[src/rtl/useq_pkg.sv]
package useq_pkg;
  localparam int UADDR_W = 8;
  localparam int UWORD_W = 16;
  localparam int OPC_W   = 4;
  localparam int FLAG_W  = 4;
  localparam int STAT_W  = 4;
  localparam int CTRL_W  = UWORD_W - 2;
  localparam int COND_W  = 3;
  localparam int SEL_W   = 2;

  localparam int FMT_BIT  = UWORD_W - 1;
  localparam int MAP_BIT  = UWORD_W - 2;
  localparam int COND_LSB = UWORD_W - 1 - COND_W;
  localparam int SEL_LSB  = UADDR_W;

  typedef enum logic [COND_W-1:0] {
    C_ALWAYS = 3'd0,
    C_ZERO   = 3'd1,
    C_CARRY  = 3'd2,
    C_NEG    = 3'd3,
    C_OVF    = 3'd4,
    C_STAT   = 3'd5,
    C_CALL   = 3'd6,
    C_RET    = 3'd7
  } cond_e;

  function automatic logic [UADDR_W-1:0] addr_incr(input logic [UADDR_W-1:0] a);
    return a + 1'b1;
  endfunction

  function automatic logic [UADDR_W-1:0] opc_map(input logic [OPC_W-1:0] op);
    return {{(UADDR_W-OPC_W-2){1'b1}}, op, 2'b00};
  endfunction

  function automatic cond_e word_cond(input logic [UWORD_W-1:0] w);
    return cond_e'(w[COND_LSB +: COND_W]);
  endfunction

  function automatic logic [SEL_W-1:0] word_sel(input logic [UWORD_W-1:0] w);
    return w[SEL_LSB +: SEL_W];
  endfunction

  function automatic logic [UADDR_W-1:0] word_target(input logic [UWORD_W-1:0] w);
    return w[UADDR_W-1:0];
  endfunction

  // Microprogram contents, computed per address.
  function automatic logic [UWORD_W-1:0] ustore_word(input logic [UADDR_W-1:0] a);
    logic [OPC_W-1:0]   k;
    logic [UWORD_W-1:0] w;
    k = a[OPC_W+1:2];
    w = {2'b00, {(CTRL_W-UADDR_W){1'b0}}, a};
    if (a == 8'h01) begin
      w = {1'b0, 1'b1, 14'h2001};
    end else if (a == 8'h72) begin
      w = {1'b1, C_RET, 12'h000};
    end else if (a[7:6] == 2'b11 && a[1:0] == 2'b00) begin
      if (!k[3]) w = {1'b1, k[2:0], 4'h0, 8'h40 + {2'b00, k[2:0], 3'b000}};
      else       w = {1'b1, C_STAT, 2'b00, k[1:0], 8'h80 + {4'h0, k}};
    end
    return w;
  endfunction
endpackage

[src/rtl/useq_store.sv]
module useq_store
  import useq_pkg::*;
#(
  parameter int ADDR_W = UADDR_W,
  parameter int WORD_W = UWORD_W
) (
  input  logic [ADDR_W-1:0] addr,
  output logic [WORD_W-1:0] word
);
  localparam int DEPTH = 1 << ADDR_W;

  logic [WORD_W-1:0] rom [DEPTH];

  generate
    for (genvar i = 0; i < DEPTH; i++) begin : g_rom
      assign rom[i] = ustore_word(ADDR_W'(i));
    end
  endgenerate

  assign word = rom[addr];
endmodule

[src/rtl/useq_cond.sv]
module useq_cond
  import useq_pkg::*;
#(
  parameter int FL_W = FLAG_W,
  parameter int ST_W = STAT_W
) (
  input  cond_e            cond,
  input  logic [SEL_W-1:0] sel,
  input  logic [FL_W-1:0]  flags,
  input  logic [ST_W-1:0]  status,
  output logic             taken
);
  always_comb begin
    unique case (cond)
      C_ALWAYS: taken = 1'b1;
      C_ZERO:   taken = flags[0];
      C_CARRY:  taken = flags[1];
      C_NEG:    taken = flags[2];
      C_OVF:    taken = flags[3];
      C_STAT:   taken = status[sel];
      default:  taken = 1'b0;
    endcase
  end
endmodule

[src/rtl/useq_next.sv]
module useq_next
  import useq_pkg::*;
#(
  parameter int ADDR_W = UADDR_W,
  parameter int WORD_W = UWORD_W,
  parameter int OP_W   = OPC_W
) (
  input  logic [WORD_W-1:0] cbr,
  input  logic [ADDR_W-1:0] car,
  input  logic [ADDR_W-1:0] ret,
  input  logic [OP_W-1:0]   opcode,
  input  logic              taken,
  output logic [ADDR_W-1:0] next_addr,
  output logic [ADDR_W-1:0] ret_d,
  output logic              do_call,
  output logic              do_ret,
  output logic              do_jump
);
  logic [ADDR_W-1:0] seq_addr;
  assign seq_addr = addr_incr(car);

  always_comb begin
    next_addr = seq_addr;
    ret_d     = ret;
    do_call   = 1'b0;
    do_ret    = 1'b0;
    do_jump   = 1'b0;
    if (!cbr[FMT_BIT]) begin
      if (cbr[MAP_BIT]) next_addr = opc_map(opcode);
    end else begin
      unique case (word_cond(cbr))
        C_CALL: begin
          next_addr = word_target(cbr);
          ret_d     = seq_addr;
          do_call   = 1'b1;
        end
        C_RET: begin
          next_addr = ret;
          ret_d     = '0;
          do_ret    = 1'b1;
        end
        default: begin
          if (taken) begin
            next_addr = word_target(cbr);
            do_jump   = 1'b1;
          end
        end
      endcase
    end
  end
endmodule

[src/rtl/useq_top.sv]
module useq_top
  import useq_pkg::*;
#(
  parameter int ADDR_W = UADDR_W,
  parameter int WORD_W = UWORD_W,
  parameter int OP_W   = OPC_W,
  parameter int FL_W   = FLAG_W,
  parameter int ST_W   = STAT_W,
  localparam int CW    = WORD_W - 2
) (
  input  logic            clk,
  input  logic            rst,
  input  logic [OP_W-1:0] opcode,
  input  logic [FL_W-1:0] alu_flags,
  input  logic [ST_W-1:0] status,
  output logic [CW-1:0]   ctrl,
  output logic [ADDR_W-1:0] car
);
  logic [ADDR_W-1:0] car_q, next_addr, ret_q, ret_d;
  logic [WORD_W-1:0] cbr_q, rom_word;
  logic              taken, do_call, do_ret, do_jump;

  useq_store #(.ADDR_W(ADDR_W), .WORD_W(WORD_W)) store_i (
    .addr (next_addr),
    .word (rom_word)
  );

  useq_cond #(.FL_W(FL_W), .ST_W(ST_W)) cond_i (
    .cond   (word_cond(cbr_q)),
    .sel    (word_sel(cbr_q)),
    .flags  (alu_flags),
    .status (status),
    .taken  (taken)
  );

  useq_next #(.ADDR_W(ADDR_W), .WORD_W(WORD_W), .OP_W(OP_W)) next_i (
    .cbr       (cbr_q),
    .car       (car_q),
    .ret       (ret_q),
    .opcode    (opcode),
    .taken     (taken),
    .next_addr (next_addr),
    .ret_d     (ret_d),
    .do_call   (do_call),
    .do_ret    (do_ret),
    .do_jump   (do_jump)
  );

  always_ff @(posedge clk) begin
    if (rst) begin
      car_q <= '0;
      cbr_q <= '0;
      ret_q <= '0;
    end else begin
      car_q <= next_addr;
      cbr_q <= rom_word;
      ret_q <= ret_d;
    end
  end

  assign ctrl = cbr_q[FMT_BIT] ? '0 : cbr_q[CW-1:0];
  assign car  = car_q;
endmodule

[config.mk]
export PLATFORM = sky130hd
export DESIGN_NAME = useq_top
export DESIGN_NICKNAME = d
export VERILOG_FILES = /design/src/rtl/useq_pkg.sv /design/src/rtl/useq_store.sv /design/src/rtl/useq_cond.sv /design/src/rtl/useq_next.sv /design/src/rtl/useq_top.sv
export SDC_FILE = /design/constraint.sdc
export NUM_CORES = 1
export LEC_CHECK = 0
export ABC_AREA = 0
export BUFFER_PORTS_ARGS = -buffer_cell sky130_fd_sc_hd__buf_2
export CAP_MARGIN = 5
export CORE_MARGIN = 2
export CORE_UTILIZATION = 40
export DETAILED_ROUTE_END_ITERATION = 8
export PLACE_DENSITY = 0.64
export SLEW_MARGIN = 10
export SYNTH_ARGS = -nofsm -noshare
export SYNTH_HDL_FRONTEND = slang
export SYNTH_SLANG_ARGS = --single-unit
[constraint.sdc]
create_clock -name clk -period 2.8 [get_ports clk]
set_input_delay 0.28 -clock clk [delete_from_list [all_inputs] [get_ports clk]]
set_output_delay 0.28 -clock clk [all_outputs]
set_load 0.05 [all_outputs]
# Word-level counts from Yosys, hierarchy flattened
# Memories as Yosys holds them, arrays and structs flattened. A register that Yosys moved wholly into a read port is not among the register bits.
# Cells that the tools add are included.
[totals] romBits=4096 memories=1 output_inout_bits=22 inputBits=14 ff_bits=16
[op_classes] bitwise_logic=1 n_eq_ne=7 add_sub_neg=1 n_mux=9 n_lt_le_gt_ge=1 reduce_logical=3
[memory_table] memory="(no name shown)" words=256 word_bits=16 read_ports=1 rd_clocked_by_memory_dff=1 write_ports=0 line="useq_store.sv:20" rtl="assign word = rom[addr];"
[op_table] cell="$pmux W8 S2" n=2
[op_table] cell="$mux W8" n=3
[op_table] cell="$mux W14" n=1
[op_table] cell="$eq A3 B3 Y1 const B" n=4
[op_table] cell="$not A8 Y9" n=1
[op_table] cell="$add A8 B1 Y8 const B" n=1
[op_table] cell="$eq A3 B2 Y1 const B" n=2
[op_table] cell="$pmux W1 S6" n=1
[op_table] cell="$eq A3 B1 Y1 const B" n=1
[op_table] cell="$logic_not A3 Y1" n=1
[op_table] cell="$lt A2 B3 Y1 const B" n=1
[op_table] cell="$bmux W1 S2" n=1
[op_table] cell="$reduce_and A2 Y1" n=1
[op_table] cell="$reduce_bool A2 Y1" n=1
[op_table] cell="$mux W1" n=1

# Longest topological paths before layout
# Gate-level depths: netlist (run 1).
[depth] word_depth=7 ltp_mapped=11

# Modules after synthesis
# Synthesis (run 1) repeated with hierarchy kept, for this count alone.
[hier_totals] hier_cells=236 hier_area_um2=1963.1
[by_module_without_submodules] mod="useq_top" cells_each=82 area_per_inst_um2=958.4 instances=1
[by_module_without_submodules] mod="useq_next" cells_each=94 area_per_inst_um2=596.8 instances=1
[by_module_without_submodules] mod="useq_store" cells_each=48 area_per_inst_um2=324.1 instances=1
[by_module_without_submodules] mod="useq_cond" cells_each=12 area_per_inst_um2=83.8 instances=1

# Least setup slack after synthesis (run 1)
# No wires, ideal clock.
[synth_timing] path_type="register to register" start="register car_q[0], in the netlist car[0]" end="register cbr_q[5]" setup_slack_ns=0.088 t_arrival_ns=2.629 path_stages_with_launch=10 cell_sequence="dfxtp_1 > ha_1 > nand3_1 > xor2_1 > o21ai_0 > o31ai_4 > inv_2 > and3_4 > or4b_1 > o221ai_1"
[synth_via] elab_chain_cells=5 elab_cells_between_ends=6 cone_classes="1 x add/sub; 4 x mux; 1 x bitwise"
[synth_rtl] item="from (decl)" line="useq_top.sv:19" rtl="logic [ADDR_W-1:0] car_q, next_addr, ret_q, ret_d;"
[synth_rtl] item="from (signal assigned)" line="useq_top.sv:55" rtl="car_q <= next_addr;"
[synth_rtl] item="$add A8 B1 Y8 (*)" line="useq_pkg.sv:28" rtl="return a + 1'b1;"
[synth_rtl] item="$mux W8" line="useq_next.sv:43" rtl="if (taken) begin"
[synth_rtl] item="$pmux W8 S2" line="useq_next.sv:31" rtl="unique case (word_cond(cbr))"
[synth_rtl] item="$mux W8 (*)" line="useq_next.sv:28" rtl="if (!cbr[FMT_BIT]) begin"
[synth_rtl] item="$not A8 Y9 (implied by the code) (*)" line="useq_store.sv:20"
[synth_rtl] item="to (decl)" line="useq_top.sv:20" rtl="logic [WORD_W-1:0] cbr_q, rom_word;"
# Every way passes the cells marked *; elsewhere a longest branch is shown, timed or not.
# A chain may end at the register's enable or synchronous reset.

# Worst setup path in the final report (run 1)
[layout_timing] start="register cbr_q[9]" end="register cbr_q[5]"
[layout_via] elab_chain_cells=7
[layout_rtl] item="$bmux W1 S2" line="useq_cond.sv:20" rtl="C_STAT: taken = status[sel];"
[layout_rtl] item="$mux W1 (implied by the code)" line="useq_cond.sv:20"
[layout_rtl] item="$pmux W1 S6" line="useq_cond.sv:14" rtl="unique case (cond)"
[layout_rtl] item="$mux W8" line="useq_next.sv:43"
[layout_rtl] item="$pmux W8 S2" line="useq_next.sv:31"
[layout_rtl] item="$mux W8" line="useq_next.sv:28"
[layout_rtl] item="$not A8 Y9 (implied by the code)" line="useq_store.sv:20"
# No other way between the ends. The select of a mux whose other input is x is not followed.

==> impl_metrics.ini, run 1 <==
[sta]
fin_crit_ns = 2.597
min_period_over_period = 0.9273
totalNegativeSetupSlack_ns = 0
finalMaxSlewViolations = 0
hold_viol = 0
setup_violations = 0
worst_slack_ns = 0.2035
timing.fmax_ghz = 0.3851
rsz0062_at_grt = false
whs_ns = 0.4049
finalClockSkew_ns = 0.007788

[setup_path]
worstRegToRegCells = 9
critPathBufInv = 1
crit_chain = mux2_1 -> or3_4 -> nand4_1 -> a222oi_1 -> buf_4 -> and3_1 -> and3_4 -> or4b_1 -> o221ai_1
startpoint_type = flop
timing.rr.start = cbr_q[9]
reg2reg_slack_ns = 0.20
critPathArrivalTime_ns = 2.80
worstSetupPathType = reg2reg
critical_path.endpoint = cbr_q[5]
crit_required_ns = 3.00
crit_family = simple AND/OR/NAND/NOR gates
cp-startpoint = cbr_q[9]
cp.depth = 9
slowest_delay_ns = 0.47
end_kind = flop
crit_fanout = 10
r2r_end = cbr_q[5]
cp_slowest_cell = or4b_1

[worst_hold_path]
hp-class = in2reg
worstHoldStart = rst

[placed_design]
dpl.hpwl_um = 4002
dp.cells = 315
gp_congestion = 0.9338
post-place-ws_ns = 0.1495
portBuffers = 33

[detailed_routing]
routed_via_density = 5.749
post_drt_wl_per_cell_um = 16.16
routed-via-count = 1857
first_iter_violations = 159
firstDrtPassIters = 4
final_antenna_net_count = 0
drc_errors = 0
routed_wirelength_um = 5219

[grt]
antenna_found_initial = 0
grt_use_total = 0.2133
grt_pass1_vias = 1829
grt_max_degree = 25
grt_pass1_wl_um = 8645
grt_overflow = 0

[pwr]
p_total_mw = 2.207
power_density_nw_per_um2 = 977.2
leakage_nw = 0.9728
vdd_ir_drop_max_mv = 0.6281

[cts]
clkLatencyLatePin_ns = 0.29
clk_path_buf_depth = 2
clk_pin_slew_ns = 0.07
postCtsSetupBuffers = 0
post_cts_resized = 0
hold_buffers = 0
cts.sinks = 30
numCtsBuffers = 5
cts_tree = built
ctsRootBufferMaster = clkbuf_8
ctsHtreeMaxLevel = 2

[layout]
antenna_cells = 0
layout_common_cells = 33 x buf_2, 30 x dfxtp_1, 24 x nor2_1
final_common_cell = buf_2
area_growth_pct = 20.25
stdcell_count = 323
n_fill_cell = 436
final_nets = 285
drive_gt1_frac = 0.2915

[yosys]
ys_ff_latch = 30
syn_area_um2 = 1878
ys_async_sr_fraction = 0
ys_types = 60
synth-edff-count = 0
synthFlopType = dfxtp_1
ys_warn_count = 0
syn_avg_cell_area_um2 = 8.201
synthCells = 229
synth-seq-area-share = 0.3198

[floorplanning]
die_y_um = 72.52
rows = 24
die_w_um = 72.52
dieArea_um2 = 5259
core_area_um2 = 4444
start_util = 0.4226
ios = 36

[flow_run]
cap_violations = 0

[run_status]
status = finished clean
## registers in the layout (all words and copies together), names as in the netlist
signal	flops
ret_q	8
car	8
cbr_q	14
## routing by layer
| metal | routed length [µm] | up-vias | global-route usage |
|---|---|---|---|
| met2 | 2371 | 69 | 0.3333 |
| met5 | 0 | - | 0 |
| met3 | 315 | 14 | 0.04722 |
| met4 | 160 | 0 | 0.1070 |
| li1 | - | 919 | - |
| met1 | 2371 | 855 | 0.2760 |
## worst reg2reg max path, delay by kind of cell, from the launching register on
family,cells,cell delay (ns)
AND/OR/NAND/NOR,5,1.47
flip-flops,1,0.37
multiplexers,1,0.34
AO/OA/AOI/OAI,2,0.19
buffers and inverters,1,0.16
## layout make-up
| class | count | area [µm²] | share of cell area |
|---|---|---|---|
| repair buffers | 48 | 277.8 | 0.1230 |
| multi-input cells | 178 | 1194 | 0.5285 |
| clock inverters | 2 | 12.51 | 0.005540 |
| well taps | 52 | 65.06 | 0.02881 |
| clock buffers | 6 | 82.58 | 0.03657 |
| flip-flops and latches | 30 | 600.6 | 0.2659 |
| inverters | 7 | 26.28 | 0.01163 |
## synthesized netlist by cell type (3+ instances only)
cell type / instances / area (µm²)
nand3_1: 5 / 25.02
nor3_1: 8 / 40.04
a22oi_1: 6 / 45.04
o22ai_1: 3 / 18.77
or2_2: 3 / 18.77
nand2_1: 10 / 37.54
mux2i_1: 5 / 50.05
nand4_1: 6 / 37.54
and2_1: 3 / 18.77
inv_1: 5 / 18.77
nor3b_1: 3 / 22.52
nor2b_1: 15 / 93.84
mux2_2: 4 / 45.04
a21oi_1: 13 / 65.06
dfxtp_1: 30 / 600.6
buf_2: 3 / 15.01
a31oi_1: 5 / 31.28
clkbuf_1: 9 / 33.78
nor2_1: 24 / 90.09
and3_1: 4 / 25.02
o21ai_0: 12 / 60.06
and4_1: 4 / 35.03
## cells by family after synthesis
kind of cell / Yosys count / share of synthesized area
AND/OR/NAND/NOR: 97 / 0.2905
AO/OA/AOI/OAI: 64 / 0.2518
flip-flops: 30 / 0.3198
buffers and inverters: 22 / 0.05396
multiplexers: 10 / 0.05663
XOR/XNOR: 4 / 0.01866
adder cells (fa/ha/maj): 1 / 0.006661
other: 1 / 0.001997
## worst min-delay path by stage
stage                     cells after the start  endpoint  slack, ns
after CTS                                     2  ret_q[6]       0.40
final                                         2  ret_q[6]       0.40
after global routing                          2  ret_q[6]       0.42
after global placement                        2  ret_q[1]       0.44
after floorplan                               1    car[0]       0.37
after detailed placement                      2  ret_q[1]       0.46
## stage by stage
step | utilization | area, µm²
floorplan | - | 1882
global placement | 0.4837 | 2150
detailed placement | 0.4837 | 2150
CTS | 0.5051 | 2245
global route | 0.5082 | 2258
finish | 0.5082 | 2258
## power by group
group          internal [mW]  total [mW]  leakage (nW)  switching, mW
Clock                  0.197       0.367        0.0472          0.170
Combinational          0.459        1.26         0.682          0.805
Sequential             0.501       0.577         0.244         0.0752
Note: power is estimated with default switching activity, not from simulation.
==> run 2: changes to the inputs <==
==> constraint.sdc (replaced) <==
create_clock -name clk -period 2.8 [get_ports clk]
set_input_delay 0.56 -clock clk [delete_from_list [all_inputs] [get_ports clk]]
set_output_delay 0.56 -clock clk [all_outputs]
set_load 0.05 [all_outputs]
==> impl_metrics.ini, run 2 (same netlist as run 1, synthesis figures left out) <==
[cts]
hold_buffers = 0
cts_tree = built
cts.sinks = 30
post_cts_resized = 0
clkLatencyLatePin_ns = 0.28
postCtsSetupBuffers = 0
numCtsBuffers = 5
clk_pin_slew_ns = 0.06
ctsRootBufferMaster = clkbuf_8
ctsHtreeMaxLevel = 2
clk_path_buf_depth = 2

[sta]
fin_crit_ns = 2.632
hold_viol = 0
min_period_over_period = 0.9400
worst_slack_ns = 0.1679
finalClockSkew_ns = 0.002629
setup_violations = 0
rsz0062_at_grt = false
timing.fmax_ghz = 0.3799
finalMaxSlewViolations = 0
whs_ns = 0.4557

[layout]
drive_gt1_frac = 0.3228
antenna_cells = 0
largest_reg_flops = 14
stdcell_area_um2 = 2350
final_common_cell = buf_2
layout_common_cells = 33 x buf_2, 30 x dfxtp_1, 29 x buf_4
final_nets = 299
largest-register = cbr_q
area_growth_pct = 25.12
final_util = 0.5287

[floorplanning]
ios = 36
die_y_um = 72.52
core_area_um2 = 4444
dieArea_um2 = 5259
die_w_um = 72.52
rows = 24
start_util = 0.4226

[placed_design]
placed_cell_area_um2 = 2255
gp_congestion = 0.9715
dpl.hpwl_um = 4069
post-place-ws_ns = -0.06915
portBuffers = 33

[detailed_routing]
firstDrtPassIters = 4
first_iter_violations = 156
routed_via_density = 5.694
final_antenna_net_count = 0
post_drt_wl_per_cell_um = 15.61
drc_errors = 0
routed_wirelength_um = 5260
routed-via-count = 1919

[setup_path]
critPathArrivalTime_ns = 2.85
crit_chain = mux2_1 -> or3_1 -> nand4_1 -> buf_4 -> a32oi_2 -> buf_4 -> nor3_1 -> nor4bb_1 -> o2bb2a_1 -> o21ai_0
worstSetupPathType = reg2reg
worstRegToRegCells = 10
startpoint_type = flop
end_kind = flop
path_common_cell = buf_4
crit_fanout = 10
slowest_delay_ns = 0.49
crit_required_ns = 3.02
cp_slowest_cell = or3_1

[run_status]
status = finished clean

[worst_hold_path]
holdPathStages = 2
hp-class = reg2reg

[pwr]
power_density_nw_per_um2 = 992.0
leakage_nw = 1.036
vdd_ir_drop_max_mv = 0.7466

[grt]
grt_overflow = 0
antenna_found_initial = 0
grt_max_degree = 25
grt_pass1_wl_um = 8480
grt_pass1_vias = 1757
grt_use_total = 0.2080

[flow_run]
cap_violations = 0
-- run 2: layout make-up --
cell class | count | area (µm²)
Clock inverter | 2 | 12.51
Inverter | 7 | 26.28
Sequential cell | 30 | 600.6
Timing Repair Buffer | 62 | 382.9
Clock buffer | 6 | 82.58
Multi-Input combinational cell | 178 | 1180
Tap cell | 52 | 65.06
Fill cell | 424 | 2095
-- run 2: layer usage --
metal | vias to the layer above | GRT usage | share of wire
li1 | 947 | - | -
met1 | 897 | 0.2755 | 0.46
met2 | 66 | 0.3303 | 0.47
met3 | 9 | 0.04583 | 0.057
met4 | 0 | 0.07819 | 0.015
met5 | - | 0 | 0
-- run 2: path summary, 6_finish.rpt --
kind | start | endpoint | slack, ns
setup / recovery | cbr_q[9] | cbr_q[14] | 0.17
setup reg to reg | cbr_q[9] | cbr_q[14] | 0.17
hold / removal | ret_q[1] | ret_q[1] | 0.46
hold reg to reg | ret_q[1] | ret_q[1] | 0.46
-- run 2: metrics by stage --
| stage | power (mW) | setup TNS, ns | cells |
|---|---|---|---|
| finish | 2.331 | 0 | 337 |
| floorplan | 1.470 | 0 | 230 |
| global route | 2.476 | 0 | 337 |
| global placement | 1.950 | -0.08573 | 329 |
| CTS | 2.325 | 0 | 337 |
| detailed placement | 1.953 | -0.1949 | 329 |
-- run 2: worst max-delay path, delay by kind of cell (launching register included) --
family | cells | cell delay, ns
AO/OA/AOI/OAI | 3 | 0.43
buffers and inverters | 2 | 0.32
multiplexers | 1 | 0.32
AND/OR/NAND/NOR | 4 | 1.14
flip-flops | 1 | 0.35
-- run 2: power by group --
| group | internal [mW] | total [mW] | switching [mW] |
|---|---|---|---|
| combinational | 0.563 | 1.39 | 0.832 |
| clock | 0.197 | 0.362 | 0.165 |
| sequential | 0.501 | 0.574 | 0.0726 |
==> run 3: changes to the inputs <==
--- a/config.mk
+++ b/config.mk
@@ -11,7 +11,7 @@
 export CORE_MARGIN = 2
 export CORE_UTILIZATION = 40
 export DETAILED_ROUTE_END_ITERATION = 8
-export PLACE_DENSITY = 0.64
+export PLACE_DENSITY = 0.66
 export SLEW_MARGIN = 10
 export SYNTH_ARGS = -nofsm -noshare
 export SYNTH_HDL_FRONTEND = slang
==> constraint.sdc (replaced) <==
create_clock -name clk -period 2.29 [get_ports clk]
set_input_delay 0.458 -clock clk [delete_from_list [all_inputs] [get_ports clk]]
set_output_delay 0.458 -clock clk [all_outputs]
set_load 0.05 [all_outputs]
==> impl_metrics.ini, run 3 (same netlist as run 1, synthesis figures left out) <==
[pwr]
power.switching_mw = 1.520
leakage_nw = 1.233
pwr-share-comb = 0.642
seq_power_share = 0.202
vdd_ir_drop_max_mv = 0.6493
swShare = 0.4315
clockPowerShare = 0.155
power_density_nw_per_um2 = 1276
p_int_mw = 2.002

[setup_path]
cp_slowest_cell = or3_4
critPathArrivalTime_ns = 2.60
end_kind = flop
reg2reg_slack_ns = -0.1
crit_chain = mux2_4 -> or3_4 -> nand4_1 -> buf_4 -> a32oi_2 -> buf_4 -> and3b_2 -> and2b_4 -> o31a_1 -> a21oi_1
crit_fanout = 5
startpoint_type = flop
worstSetupPathType = reg2reg
timing.rr.start = cbr_q[9]
slowest_delay_ns = 0.37
path_common_cell = buf_4
crit_required_ns = 2.50
cp-startpoint = cbr_q[9]

[sta]
fin_crit_ns = 2.389
rsz0062_at_grt = true
finalClockSkew_ns = 0.006281
setup_violations = 8
min_period_over_period = 1.043
finalMaxSlewViolations = 0
worst_slack_ns = -0.09888
hold_viol = 0
timing.fmax_ghz = 0.4186
totalNegativeSetupSlack_ns = -0.5246

[layout]
largest_reg_flops = 14
antenna_cells = 0
stdcell_area_um2 = 2759
final_common_cell = buf_4
multi_input_area_um2 = 1343
final_nets = 328
stdcell_count = 365
drive_gt1_frac = 0.4888
layout_common_cells = 55 x buf_4, 33 x buf_2, 23 x nor2_1
n_fill_cell = 378
area_growth_pct = 46.90
largest-register = cbr_q
regArea_um2 = 611.8

[cts]
clkLatencyLatePin_ns = 0.28
clk_pin_slew_ns = 0.07
numCtsBuffers = 5
clk_path_buf_depth = 2
ctsRootBufferMaster = clkbuf_8
ctsHtreeMaxLevel = 2
cts.sinks = 30
cts_tree = built
hold_buffers = 0

[grt]
grt_pass1_vias = 1888
grt_overflow = 0
grt_use_total = 0.2204
grt_max_degree = 25
grt_pass1_wl_um = 8942
antenna_found_initial = 0

[flow_run]
cap_violations = 0

[run_status]
status = finished with violations
violations = negative setup slack

[detailed_routing]
post_drt_wl_per_cell_um = 15.77
routed-via-count = 1991
final_antenna_net_count = 0
first_iter_violations = 151
routed_wirelength_um = 5757
firstDrtPassIters = 4
routed_via_density = 5.455
drc_errors = 0

[placed_design]
dp.cells = 350
dpl.hpwl_um = 4181
gp_congestion = 0.9230
portBuffers = 33
placed_cell_area_um2 = 2441

[floorplanning]
die_y_um = 72.52
ios = 36
die_w_um = 72.52
rows = 24
core_area_um2 = 4444
start_util = 0.4226
dieArea_um2 = 5259

[worst_hold_path]
worstHoldStart = ret_q[1]
hp-class = reg2reg
[run 3: cell types whose count changed in the layout (fill, tap and decap cells not counted), sizes merged]
cell	delta
buf	+28
bufinv	+1
clkinv	-1
clkinvlp	-1
or3	+1
[run 3: repair_timing]
action,CTS,global route
cloned,1,0
pin swaps,5,18
setup buffers,4,5
resized for setup,11,22
setup endpoints to repair,14,15
[run 3: metrics by stage]
step	hold slack, ns	setup WS [ns]	util	total power, mW
2_1_floorplan	0.4316	-0.1679	-	1.828
3_5_place_dp	0.4538	-0.4018	0.5493	2.562
4_1_cts	0.4656	-0.1167	0.5898	3.234
6_report	0.4653	-0.09888	0.6208	3.521
5_1_grt	0.5064	-0.1778	0.6208	3.700
3_3_place_gp	0.4469	-0.3550	0.5493	2.551
[run 3: worst max-delay path: cells and delay by family (launching register included)]
family	cells	cell delay, ns
flip-flops	1	0.35
AND/OR/NAND/NOR	4	0.93
buffers and inverters	2	0.30
AO/OA/AOI/OAI	3	0.42
multiplexers	1	0.31
[run 3: layout make-up]
type / instances / area share
Clock buffer: 6 / 0.02993
Multi-Input combinational cell: 179 / 0.4866
Inverter: 7 / 0.009524
Tap cell: 52 / 0.02358
Sequential cell: 30 / 0.2218
Clock inverter: 1 / 0.01088
Timing Repair Buffer: 90 / 0.2177
[run 3: routing by layer]
metal  GRT usage  vias to the layer above  share of wire  routed length, µm
li1            -                     1003              -                  -
met1      0.2781                      914           0.45               2562
met2      0.3707                       62           0.49               2831
met3     0.04306                       12          0.042                241
met4     0.08230                        0          0.021                121
met5           0                        -              0                  0
[run 3: path summary, 6_finish.rpt]
check / depth (start not counted) / end
setup reg to reg: 10 / cbr_q[4]
hold / removal: 2 / ret_q[1]
hold reg to reg: 2 / ret_q[1]
setup / recovery: 10 / cbr_q[4]
[run 3: power groups by stage]
stage	Combinational [mW]	Sequential (mW)	Clock, mW
after global placement	1.83	0.717	0
after floorplan	1.03	0.798	0
final	2.26	0.712	0.547
after global routing	2.39	0.727	0.580
after detailed placement	1.84	0.718	0
after CTS	1.97	0.709	0.552
